--- config.mk ---
export PLATFORM = sky130hd
export DESIGN_NAME = hostreg_ctrl
export DESIGN_NICKNAME = d
export VERILOG_FILES = /design/src/rtl/hostreg_pkg.sv /design/src/rtl/hostreg_bus_sync.sv /design/src/rtl/hostreg_ctrl_regs.sv /design/src/rtl/hostreg_status.sv /design/src/rtl/hostreg_ctrl.sv
export SDC_FILE = /design/constraint.sdc
export NUM_CORES = 1
export LEC_CHECK = 0
export ABC_AREA = 1
export BUFFER_PORTS_ARGS = -buffer_cell sky130_fd_sc_hd__buf_2
export CAP_MARGIN = 25
export CORE_ASPECT_RATIO = 0.75
export CORE_UTILIZATION = 44
export DETAILED_ROUTE_END_ITERATION = 16
export PLACE_DENSITY_LB_ADDON = 0.2
export SLEW_MARGIN = 20
export SYNTH_ARGS = -nofsm -noshare
export SYNTH_HDL_FRONTEND = slang
export SYNTH_SLANG_ARGS = --single-unit
--- constraint.sdc ---
create_clock -name clk -period 1 [get_ports clk]
set_input_delay 0.2 -clock clk [delete_from_list [all_inputs] [get_ports clk]]
set_output_delay 0.2 -clock clk [all_outputs]
set_load 0.005 [all_outputs]
--- src/rtl/hostreg_pkg.sv ---
package hostreg_pkg;
  localparam int NIB = 4;

  typedef enum logic [1:0] {
    OP_TX_WR  = 2'b00,
    OP_RX_RD  = 2'b01,
    OP_CTL_WR = 2'b10,
    OP_ST_RD  = 2'b11
  } bus_op_e;

  typedef struct packed {
    logic b_sel;
    logic irq_en;
    logic cp_mode;
    logic tone_en;
  } ctl_a_t;

  typedef struct packed {
    logic column;
    logic single;
    logic test;
    logic burst_off;
  } ctl_b_t;

  typedef struct packed {
    logic tone_absent;
    logic rx_full;
    logic tx_empty;
    logic irq_flag;
  } stat_t;
endpackage

--- src/rtl/hostreg_bus_sync.sv ---
module hostreg_bus_sync
  import hostreg_pkg::*;
#(
  parameter int SYNC_STAGES = 2
) (
  input  logic    clk,
  input  logic    rst_n,
  input  logic    strobe,
  input  logic    cs_n,
  input  logic    rw,
  input  logic    rsel,
  output logic    xfer,
  output bus_op_e op
);
  localparam int LAST = SYNC_STAGES;

  logic [LAST:0] sh;

  always_ff @(posedge clk or negedge rst_n) begin
    if (!rst_n) sh <= '0;
    else        sh <= {sh[LAST-1:0], strobe};
  end

  assign xfer = sh[LAST] & ~sh[LAST-1] & ~cs_n;
  assign op   = bus_op_e'({rsel, rw});

  AST_XFER_SINGLE: assert property (@(posedge clk) disable iff (!rst_n)
    xfer |=> !xfer);
endmodule

--- src/rtl/hostreg_ctrl_regs.sv ---
module hostreg_ctrl_regs
  import hostreg_pkg::*;
(
  input  logic           clk,
  input  logic           rst_n,
  input  logic           wr,
  input  logic [NIB-1:0] din,
  output ctl_a_t         cra,
  output ctl_b_t         crb
);
  logic sel_b;

  always_ff @(posedge clk or negedge rst_n) begin
    if (!rst_n) begin
      cra   <= '0;
      crb   <= '0;
      sel_b <= 1'b0;
    end else if (wr) begin
      if (sel_b) begin
        crb   <= ctl_b_t'(din);
        sel_b <= 1'b0;
      end else begin
        cra   <= ctl_a_t'(din);
        sel_b <= din[NIB-1];
      end
    end
  end

  AST_B_ONESHOT: assert property (@(posedge clk) disable iff (!rst_n)
    (wr && sel_b) |=> !sel_b);
  AST_B_UNTOUCHED: assert property (@(posedge clk) disable iff (!rst_n)
    (wr && !sel_b) |=> $stable(crb));
endmodule

--- src/rtl/hostreg_status.sv ---
module hostreg_status
  import hostreg_pkg::*;
(
  input  logic  clk,
  input  logic  rst_n,
  input  logic  rx_set,
  input  logic  tx_set,
  input  logic  burst_en,
  input  logic  rd_clr,
  input  logic  tone_absent,
  input  logic  ie,
  input  logic  cp,
  output stat_t stat,
  output logic  irq_n
);
  logic tx_take;

  assign tx_take = tx_set & burst_en;

  always_ff @(posedge clk or negedge rst_n) begin
    if (!rst_n) begin
      stat <= '0;
    end else begin
      stat.tone_absent <= tone_absent;
      stat.rx_full     <= rx_set | (stat.rx_full & ~rd_clr);
      stat.tx_empty    <= burst_en & (tx_set | (stat.tx_empty & ~rd_clr));
      stat.irq_flag    <= rx_set | tx_take | (stat.irq_flag & ~rd_clr);
    end
  end

  assign irq_n = ~(stat.irq_flag & ie & ~cp);

  AST_RXF_SET: assert property (@(posedge clk) disable iff (!rst_n)
    rx_set |=> stat.rx_full);
  AST_CLEAR_ON_READ: assert property (@(posedge clk) disable iff (!rst_n)
    (rd_clr && !rx_set) |=> !stat.rx_full);
  AST_TXE_BURST_OFF: assert property (@(posedge clk) disable iff (!rst_n)
    !burst_en |=> !stat.tx_empty);
  AST_FLAG_COVERS: assert property (@(posedge clk) disable iff (!rst_n)
    (stat.rx_full || stat.tx_empty) |-> stat.irq_flag);
endmodule

--- src/rtl/hostreg_ctrl.sv ---
module hostreg_ctrl
  import hostreg_pkg::*;
#(
  parameter int SYNC_STAGES = 2
) (
  input  logic           clk,
  input  logic           rst_n,
  input  logic           cs_n,
  input  logic           rw,
  input  logic           rsel,
  input  logic           strobe,
  input  logic [NIB-1:0] data_in,
  output logic [NIB-1:0] data_out,
  output logic           data_oe,
  input  logic           rx_valid,
  input  logic [NIB-1:0] rx_code,
  input  logic           tone_absent,
  input  logic           tx_ready,
  output logic [NIB-1:0] tx_code,
  output logic           tx_load,
  output logic           tone_en,
  output logic           cp_mode,
  output logic           irq_en,
  output logic           burst_off,
  output logic           test_mode,
  output logic           single_tone,
  output logic           column_sel,
  output logic           irq_n
);
  logic           xfer;
  bus_op_e        op;
  ctl_a_t         cra;
  ctl_b_t         crb;
  stat_t          stat;
  logic [NIB-1:0] rx_q;

  hostreg_bus_sync #(.SYNC_STAGES(SYNC_STAGES)) u_sync (
    .clk(clk), .rst_n(rst_n), .strobe(strobe), .cs_n(cs_n),
    .rw(rw), .rsel(rsel), .xfer(xfer), .op(op)
  );

  hostreg_ctrl_regs u_ctl (
    .clk(clk), .rst_n(rst_n), .wr(xfer && op == OP_CTL_WR),
    .din(data_in), .cra(cra), .crb(crb)
  );

  hostreg_status u_stat (
    .clk(clk), .rst_n(rst_n), .rx_set(rx_valid), .tx_set(tx_ready),
    .burst_en(~crb.burst_off), .rd_clr(xfer && op == OP_ST_RD),
    .tone_absent(tone_absent), .ie(cra.irq_en), .cp(cra.cp_mode),
    .stat(stat), .irq_n(irq_n)
  );

  always_ff @(posedge clk or negedge rst_n) begin
    if (!rst_n) begin
      rx_q    <= '0;
      tx_code <= '0;
      tx_load <= 1'b0;
    end else begin
      if (rx_valid) rx_q <= rx_code;
      tx_load <= xfer && op == OP_TX_WR;
      if (xfer && op == OP_TX_WR) tx_code <= data_in;
    end
  end

  assign data_oe  = ~cs_n & rw & strobe;
  assign data_out = rsel ? NIB'(stat) : rx_q;

  assign tone_en     = cra.tone_en;
  assign cp_mode     = cra.cp_mode;
  assign irq_en      = cra.irq_en;
  assign burst_off   = crb.burst_off;
  assign test_mode   = crb.test;
  assign single_tone = crb.single;
  assign column_sel  = crb.column;

  AST_TXLOAD_PULSE: assert property (@(posedge clk) disable iff (!rst_n)
    tx_load |=> !tx_load);
  AST_DESELECT_QUIET: assert property (@(posedge clk) disable iff (!rst_n)
    (cs_n && $past(cs_n) && $past(cs_n, 2)) |=> $stable(tx_code));
endmodule

==> results of run 1 <==
-- critical path: cells and delay by family (launching register included) --
family	cells	cell delay (ns)
DFF	1	0.43
buffers and inverters	1	0.13
AOI/OAI and AO/OA	1	0.06
and+or+nand+nor	1	0.08
-- synthesized netlist by cell type --
cell type	count	area, µm²
buf_6	2	22.5
inv_2	1	3.75
nand2_1	41	154
nor2_1	2	7.51
nand3_1	1	5.00
inv_6	1	8.76
nand3_2	2	20.0
o21ai_1	1	5.00
dfrtp_1	24	601
clkinv_1	1	3.75
nand4_1	11	68.8
o21ai_0	8	40.0
inv_1	9	33.8
nor2_8	2	40.0
clkbuf_1	1	3.75
nand2_2	1	6.26
nand3b_1	1	7.51
nand3_4	1	17.5
a21oi_1	1	5.00
-- layout make-up --
class,count,share of cell area
Tap cell,32,0.0259
Multi-Input combinational cell,72,0.279
Sequential cell,24,0.389
Clock buffer,3,0.0146
Inverter,12,0.0332
Timing Repair Buffer,58,0.259
-- path summary, 6_finish.rpt --
check / endpoint / slack (ns) / depth (start not counted)
max: data_out[0] / -0.20 / 3
min: rx_q[2] / 0.1 / 3
max reg2reg: u_ctl.cra[2] / -0.17 / 7
min reg2reg: u_sync.sh[1] / 0.38 / 0
max in group asynchronous: tx_code[3] / 0.26 / 2
min in group asynchronous: u_stat.stat[1] / 0.39 / 2
-- power breakdown --
| group | total [W] | switching (W) | internal, W | leakage, nW |
|---|---|---|---|---|
| registers | 0.00116 | 0.0000629 | 0.00109 | 0.292 |
| clock network | 0.000416 | 0.000275 | 0.000141 | 0.0138 |
| logic | 0.000679 | 0.000328 | 0.000351 | 0.548 |
| total | 0.00225 | 0.000666 | 0.00159 | 0.854 |
-- state kept, by name, indices dropped and copies added, names as in the netlist --
signal / flops
rx_q: 4
tx_load: 1
u_ctl.sel_b: 1
u_ctl.crb: 4
u_stat.stat: 4
u_sync.sh: 3
tx_code: 4
u_ctl.cra: 3
-- per-layer routing --
| metal | track usage | share of wire |
|---|---|---|
| met2 | 0.389 | 0.50 |
| met5 | 0 | 0 |
| met1 | 0.274 | 0.44 |
| met4 | 0.0714 | 0.019 |
| met3 | 0.0643 | 0.041 |
-- repair_timing --
action | in CTS | in global routing
setup buffers | 9 | 8
hold buffers | 2 | 1
cloned | 0 | 0
pin swaps | 4 | 6
setup endpoints to repair | 33 | 33
gates resized for setup | 14 | 14
hold endpoints to repair | 25 | 1
-- logic make-up after synthesis --
kind of cell           Yosys count
AOI/OAI and AO/OA               10
buffers and inverters           15
DFF                             24
and+or+nand+nor                 62
-- per-stage QoR --
| stage | power (W) | utilization | setup TNS, ns |
|---|---|---|---|
| after floorplan | 0.00140 | - | 0 |
| final | 0.00225 | 0.722 | -2.90 |
| after CTS | 0.00214 | 0.672 | -3.16 |
| after global placement | 0.00160 | 0.593 | -0.239 |
| after detailed placement | 0.00163 | 0.593 | -1.04 |
| after global routing | 0.00239 | 0.722 | -4.70 |
==> impl_metrics.json, run 1 <==
{
  "multi_input_area_um2": 430,
  "synth_area_um2": 1050,
  "rows": 14,
  "tightest_slew_ns": 0.529,
  "fin_nets": 188,
  "cts_tree": "built",
  "grt_setup_unrepaired": "yes",
  "place_ws_ns": -0.103,
  "fill_cells": 171,
  "grt_use_total": 0.224,
  "final_common_cell": "buf_2",
  "viasPerCell": 4.80,
  "worst_hold_startpoint": "rx_code[2]",
  "die_h_um": 44.4,
  "crit_slowest_cell": "dfrtp_1",
  "setup.worst_path.end_class": "primary output",
  "design_area_um2": 1540,
  "slew_violations": 0,
  "cp_max_fo": 3,
  "overflow": 0,
  "start_util": 0.493,
  "drtIter0Drc": 32,
  "crit_required_ns": 0.80,
  "period_share": 1.20,
  "setup_ws_ns": -0.202,
  "portBuffers": 34,
  "dp.cells": 178,
  "grt_max_degree": 25,
  "synth_top_family_by_area": "simple AND/OR/NAND/NOR gates",
  "synth.distinct_cells": 19,
  "outcome": "finished with violations",
  "crit_type": "register to primary output",
  "synth-xor-area-share": 0,
  "violations": "setup timing",
  "crit_chain": "nand2_1 > o21ai_1 > buf_2",
  "cap_violations": 0,
  "core_area_um2": 2140,
  "yosys_warnings": 0,
  "fin_cells": 201,
  "drive_gt1_frac": 0.467,
  "die_area_um2": 2600,
  "whs_ns": 0.0958,
  "final_cell_mix": "buf_2, nand2_1, dfrtp_1, buf_4, nand4_1",
  "synth_seq_cells": 24,
  "wl_um": 2660,
  "cts-root-buf": "clkbuf_4",
  "startpoint": "u_stat.stat[0]",
  "clock-skew-final_ns": 0.00445,
  "grt_antenna_before_repair": 0,
  "r2r-start": "u_sync.sh[1]",
  "clkLatencyLatePin_ns": 0.31,
  "yosysSeqAreaShare": 0.570,
  "dr.pass1.iters": 4,
  "insertedDiodeCount": 0,
  "register_area_um2": 601,
  "wl_per_cell_um": 13.3,
  "die_x_um": 58.5,
  "synth_mux_area_frac": 0,
  "syn-instance-count": 111,
  "cp.arrival_ns": 1.00,
  "synthAdderAreaFrac": 0,
  "max-vdd-ir-drop_mv": 0.854,
  "vias": 964,
  "finalHoldViolCount": 0,
  "power_density_nw_per_um2": 1460,
  "cts_max_level": 1,
  "dpl-instance-area_um2": 1270,
  "setup_viol": 31,
  "fmax_ghz": 0.832,
  "startpoint_type": "register",
  "numCtsBuffers": 3,
  "syn_nets": 128,
  "grt_pass1_wl_um": 4130,
  "clk_path_buf_depth": 2,
  "leakagePower_nw": 0.854,
  "dp.final_hpwl_um": 1720,
  "cp_slowest_stage_delay_ns": 0.43,
  "hp-class": "primary input to register",
  "clock_sinks": 24,
  "grt_pass1_vias": 912,
  "yosys.area_share.simple": 0.310,
  "io_pins": 35,
  "syn_to_final_growth_pct": 46.6,
  "min_period_ns": 1.20,
  "syn_area_per_cell_um2": 9.49,
  "ant_nets": 0,
  "drc": 0,
  "synth_compound_area_frac": 0.0475,
  "relSlewSlack": 0.648,
  "clk_pin_slew_ns": 0.12,
  "gp_congestion": 0.721
}
Power figures use the tool's default switching activity.
==> run 2, diff against run 1 <==
--- a/config.mk
+++ b/config.mk
@@ -11,6 +11,7 @@
 export CORE_ASPECT_RATIO = 0.75
 export CORE_UTILIZATION = 44
 export DETAILED_ROUTE_END_ITERATION = 16
+export HOLD_SLACK_MARGIN = 0.08
 export PLACE_DENSITY_LB_ADDON = 0.2
 export SLEW_MARGIN = 20
 export SYNTH_ARGS = -nofsm -noshare
==> constraint.sdc (replaced) <==
create_clock -name clk -period 1.1 [get_ports clk]
set_input_delay 0.22 -clock clk [delete_from_list [all_inputs] [get_ports clk]]
set_output_delay 0.22 -clock clk [all_outputs]
set_load 0.005 [all_outputs]
==> run 2 against run 1 <==
The flow still finishes with violations (setup timing). Sequential share of layout area increased by 1.2 points. Clock power increased by 10%. Register-to-register slack improved by 0.08 ns. Die area unchanged. Worst hold slack improved by 0.0079 ns. Total power decreased by 9.0%. Via count decreased by 2.2%. Design area decreased by 3.0%. Worst setup slack improved by 0.089 ns. Critical path depth unchanged. Clock skew increased by 0.0014 ns. Critical path type unchanged. Largest power group unchanged.
==> impl_metrics.json, run 2 (same netlist as run 1, synthesis figures left out) <==
{
  "design_area_um2": 1500,
  "tightest_slew_ns": 0.518,
  "rr_worst_depth": 7,
  "startpoint": "u_stat.stat[0]",
  "vias": 943,
  "grt_max_degree": 25,
  "relSlewSlack": 0.655,
  "drtIter0Drc": 30,
  "clk_path_buf_depth": 2,
  "portBuffers": 34,
  "cp_max_fo": 3,
  "period_share": 1.10,
  "drive_gt1_frac": 0.445,
  "die_x_um": 58.5,
  "final_common_cell": "buf_2",
  "dp.final_hpwl_um": 1520,
  "startpoint_type": "register",
  "cts_tree": "built",
  "reg2reg_to": "u_ctl.crb[2]",
  "grt_pass1_vias": 810,
  "grt_pass1_wl_um": 3460,
  "core_area_um2": 2140,
  "crit_required_ns": 0.88,
  "r2r-start": "u_sync.sh[1]",
  "dr.pass1.iters": 4,
  "die_area_um2": 2600,
  "rows": 14,
  "cap_violations": 0,
  "dpl-instance-area_um2": 1250,
  "fin_nets": 182,
  "cts_max_level": 1,
  "endpoint": "data_out[0]",
  "ant_nets": 0,
  "grt_setup_unrepaired": "yes",
  "cp.arrival_ns": 0.99,
  "setup.worst_path.end_class": "primary output",
  "hp-class": "primary input to register",
  "clock-skew-final_ns": 0.00580,
  "place_ws_ns": -0.0364,
  "grt_use_total": 0.185,
  "wl_per_cell_um": 11.8,
  "drc": 0,
  "final_cell_mix": "buf_2, nand2_1, dfrtp_1, buf_4, nand4_1",
  "clkLatencyLatePin_ns": 0.31,
  "slew_violations": 0,
  "min_period_ns": 1.21,
  "io_pins": 35,
  "cts-root-buf": "clkbuf_4",
  "grt_use_met3": 0.0702,
  "overflow": 0,
  "insertedDiodeCount": 0,
  "clk_pin_slew_ns": 0.13,
  "syn_to_final_growth_pct": 42.2,
  "clock_sinks": 24,
  "outcome": "finished with violations",
  "grtUsageMet1": 0.247,
  "r2r_setup_slack_ns": -0.09,
  "max-vdd-ir-drop_mv": 0.754,
  "grt_antenna_before_repair": 0,
  "fin_total_pwr_w": 0.00205,
  "finalHoldViolCount": 0,
  "fmax_ghz": 0.825,
  "tns_ns": -1.15,
  "finish.utilization": 0.701,
  "numCtsBuffers": 3,
  "setup_ws_ns": -0.113,
  "grtUsageMet2": 0.290,
  "crit_type": "register to primary output",
  "violations": "setup timing",
  "gp_congestion": 0.717,
  "wl_um": 2310,
  "power_density_nw_per_um2": 1370,
  "start_util": 0.493,
  "fill_cells": 166,
  "setup_viol": 17,
  "viasPerCell": 4.81,
  "grt.busiest_layer": "met2",
  "die_h_um": 44.4,
  "leakagePower_nw": 0.826
}
run 2: layer usage:
layer,vias up,wire length (µm)
li1,466,-
met1,445,1080
met2,30,1110
met3,2,108
met4,0,12
met5,-,0
run 2: where the power goes:
group	internal (W)	total, W	switching (W)
Sequential	0.000995	0.00107	0.0000705
Clock	0.000202	0.000459	0.000257
Combinational	0.000266	0.000525	0.000259
run 2: how the worst min path moves through the flow:
stage,start,to,cells after the start
finish,rx_code[3],rx_q[3],3
global route,rx_code[0],rx_q[0],3
CTS,rx_code[3],rx_q[3],3
detailed placement,rst_n,rx_q[2],1
global placement,rst_n,rx_q[2],1
floorplan,rst_n,rx_q[0],0
run 2: worst max-delay path, stage by stage, from the launching register on:
cell and delay [ns]:
dfrtp_1 0.43, nand2_1 0.07, o21ai_1 0.06, buf_2 0.13
run 2: area by class of cell:
cell class / instances / area, µm² / area share
Sequential cell: 24 / 601 / 0.401
Tap cell: 32 / 40.0 / 0.0267
Timing Repair Buffer: 52 / 347 / 0.231
Clock buffer: 4 / 36.3 / 0.0242
Inverter: 12 / 50.0 / 0.0334
Multi-Input combinational cell: 72 / 424 / 0.283
run 2: what timing repair did:
| action | 4_1_cts | 5_1_grt |
|---|---|---|
| hold buffers | 3 | 0 |
| gates resized for setup | 2 | 19 |
| endpoints found under the setup margin | 14 | 26 |
| endpoints found under the hold margin | 26 | 0 |
| buffers inserted | 5 | 7 |
| pin swaps | 1 | 3 |
| gates cloned | 0 | 1 |
run 2: metrics by stage:
step                      cells  hold slack, ns
after floorplan             111         -0.0756
after global placement      176           0.224
after detailed placement    176           0.230
after CTS                   188          0.0916
after global routing        196           0.108
final                       196           0.104
==> run 3, diff against run 2 <==
--- a/config.mk
+++ b/config.mk
@@ -11,7 +11,7 @@
 export CORE_ASPECT_RATIO = 0.75
 export CORE_UTILIZATION = 44
 export DETAILED_ROUTE_END_ITERATION = 16
-export HOLD_SLACK_MARGIN = 0.08
+export HOLD_SLACK_MARGIN = 0.12
 export PLACE_DENSITY_LB_ADDON = 0.2
 export SLEW_MARGIN = 20
 export SYNTH_ARGS = -nofsm -noshare
==> run 3 against run 2 <==
Critical endpoint is now irq_n. Via count grew 2.8%. Highest routed layer unchanged. Largest cell class unchanged. Register-to-register slack about the same. Routed wire length increased by 5.4%. Design area rose by 3.3%. Combinational power is 5.5% higher. Sequential share of layout area is 1.3 points lower. Cell count is 2.0% higher. The run still ends with setup timing left. Count of clock-buffer cells in the layout did not move. Die area unchanged. Core utilization up 2.3 points.
==> impl_metrics.json, run 3 (same netlist as run 1, synthesis figures left out) <==
{
  "rows": 14,
  "syn_to_final_growth_pct": 46.9,
  "grt_pass1_wl_um": 3530,
  "cts_tree": "built",
  "cts-root-buf": "clkbuf_4",
  "vias": 969,
  "multi_input_area_um2": 424,
  "clk_pin_slew_ns": 0.14,
  "cap_violations": 0,
  "cp_max_fo": 2,
  "min_period_ns": 1.23,
  "grt_max_degree": 25,
  "die_area_um2": 2600,
  "power_density_nw_per_um2": 1350,
  "portBuffers": 34,
  "relSlewSlack": 0.657,
  "hp-class": "primary input to register",
  "die_h_um": 44.4,
  "insertedDiodeCount": 0,
  "final_cell_mix": "buf_2, nand2_1, dfrtp_1, nand4_1, buf_4",
  "leakagePower_nw": 0.845,
  "crit_required_ns": 0.88,
  "clock_sinks": 24,
  "dp.cells": 176,
  "period_share": 1.12,
  "slew_violations": 0,
  "outcome": "finished with violations",
  "numCtsBuffers": 3,
  "fmax_ghz": 0.811,
  "tns_ns": -1.17,
  "ant_nets": 0,
  "violations": "setup timing",
  "grt_pass1_vias": 820,
  "drive_gt1_frac": 0.435,
  "setup.worst_path.end_class": "primary output",
  "grt_use_total": 0.189,
  "fin_nets": 186,
  "wl_per_cell_um": 12.2,
  "fin_cells": 200,
  "finalHoldViolCount": 0,
  "startpoint_type": "register",
  "clkLatencyLatePin_ns": 0.32,
  "grt_setup_unrepaired": "yes",
  "clk_path_buf_depth": 2,
  "drtIter0Drc": 24,
  "dr.pass1.iters": 5,
  "cp.arrival_ns": 1.01,
  "overflow": 0,
  "drc": 0,
  "crit_type": "register to primary output",
  "grt_antenna_before_repair": 0,
  "io_pins": 35,
  "dp.final_hpwl_um": 1520,
  "setup_viol": 18,
  "clock-skew-final_ns": 0.0105,
  "tightest_slew_ns": 0.514,
  "place_ws_ns": -0.0364,
  "cts_max_level": 1,
  "viasPerCell": 4.85,
  "start_util": 0.493,
  "setup_ws_ns": -0.134,
  "gp_congestion": 0.717,
  "fill_cells": 160,
  "register_area_um2": 601,
  "core_area_um2": 2140,
  "max-vdd-ir-drop_mv": 0.816,
  "whs_ns": 0.137,
  "wl_um": 2440,
  "final_common_cell": "buf_2",
  "die_x_um": 58.5
}
==> run 3: cell count changes in the layout (fill, tap and decap cells not counted), sizes merged <==
cell,before,now
dlygate4sd3,3,7
==> run 3: final timing paths <==
kind / cells past startpoint / startpoint / end / slack (ns)
min in group asynchronous: 2 / rst_n / rx_q[3] / 0.39
min reg2reg: 0 / u_sync.sh[0] / u_sync.sh[1] / 0.38
max in group asynchronous: 2 / rst_n / tx_code[0] / 0.36
max: 2 / u_ctl.cra[1] / irq_n / -0.13
min: 3 / rx_code[2] / rx_q[2] / 0.14
max reg2reg: 7 / u_sync.sh[1] / u_ctl.crb[2] / -0.09
==> run 3: what timing repair did <==
| item | CTS | global route |
|---|---|---|
| cloned | 0 | 1 |
| endpoints found under the setup margin | 14 | 26 |
| gates resized for setup | 2 | 21 |
| hold buffers | 7 | 0 |
| pin swaps | 1 | 3 |
| buffers inserted | 5 | 7 |
| hold endpoints to repair | 30 | 0 |
==> run 3: worst max-delay path, stage by stage (launching register included) <==
cell and delay [ns]:
dfrtp_1 0.41, nand3b_1 0.16, buf_2 0.13
==> run 3: metal layers <==
metal	share of wire	routed length [µm]	vias to the layer above	GRT usage
met3	0.051	124	4	0.0702
met2	0.47	1160	28	0.294
met5	0	0	-	0
met1	0.47	1140	464	0.255
met4	0.0086	21	0	0.0429
li1	-	-	473	-
==> run 3: power breakdown <==
group	leakage (nW)	internal [W]	switching (W)	total, W
logic	0.531	0.000288	0.000265	0.000554
registers	0.292	0.000995	0.0000748	0.00107
clock network	0.0210	0.000202	0.000266	0.000468
total	0.845	0.00149	0.000606	0.00209
==> run 3: stage by stage <==
stage	total power [W]	instance area, µm²	utilization
finish	0.00209	1550	0.724
CTS	0.00199	1420	0.663
detailed placement	0.00147	1250	0.586
floorplan	0.00127	1050	-
global route	0.00221	1550	0.724
global placement	0.00145	1250	0.586
==> run 3: layout make-up <==
class	instances	area share
Multi-Input combinational cell	72	0.274
Timing Repair Buffer	56	0.256
Tap cell	32	0.0259
Inverter	12	0.0323
Clock buffer	4	0.0234
Sequential cell	24	0.388
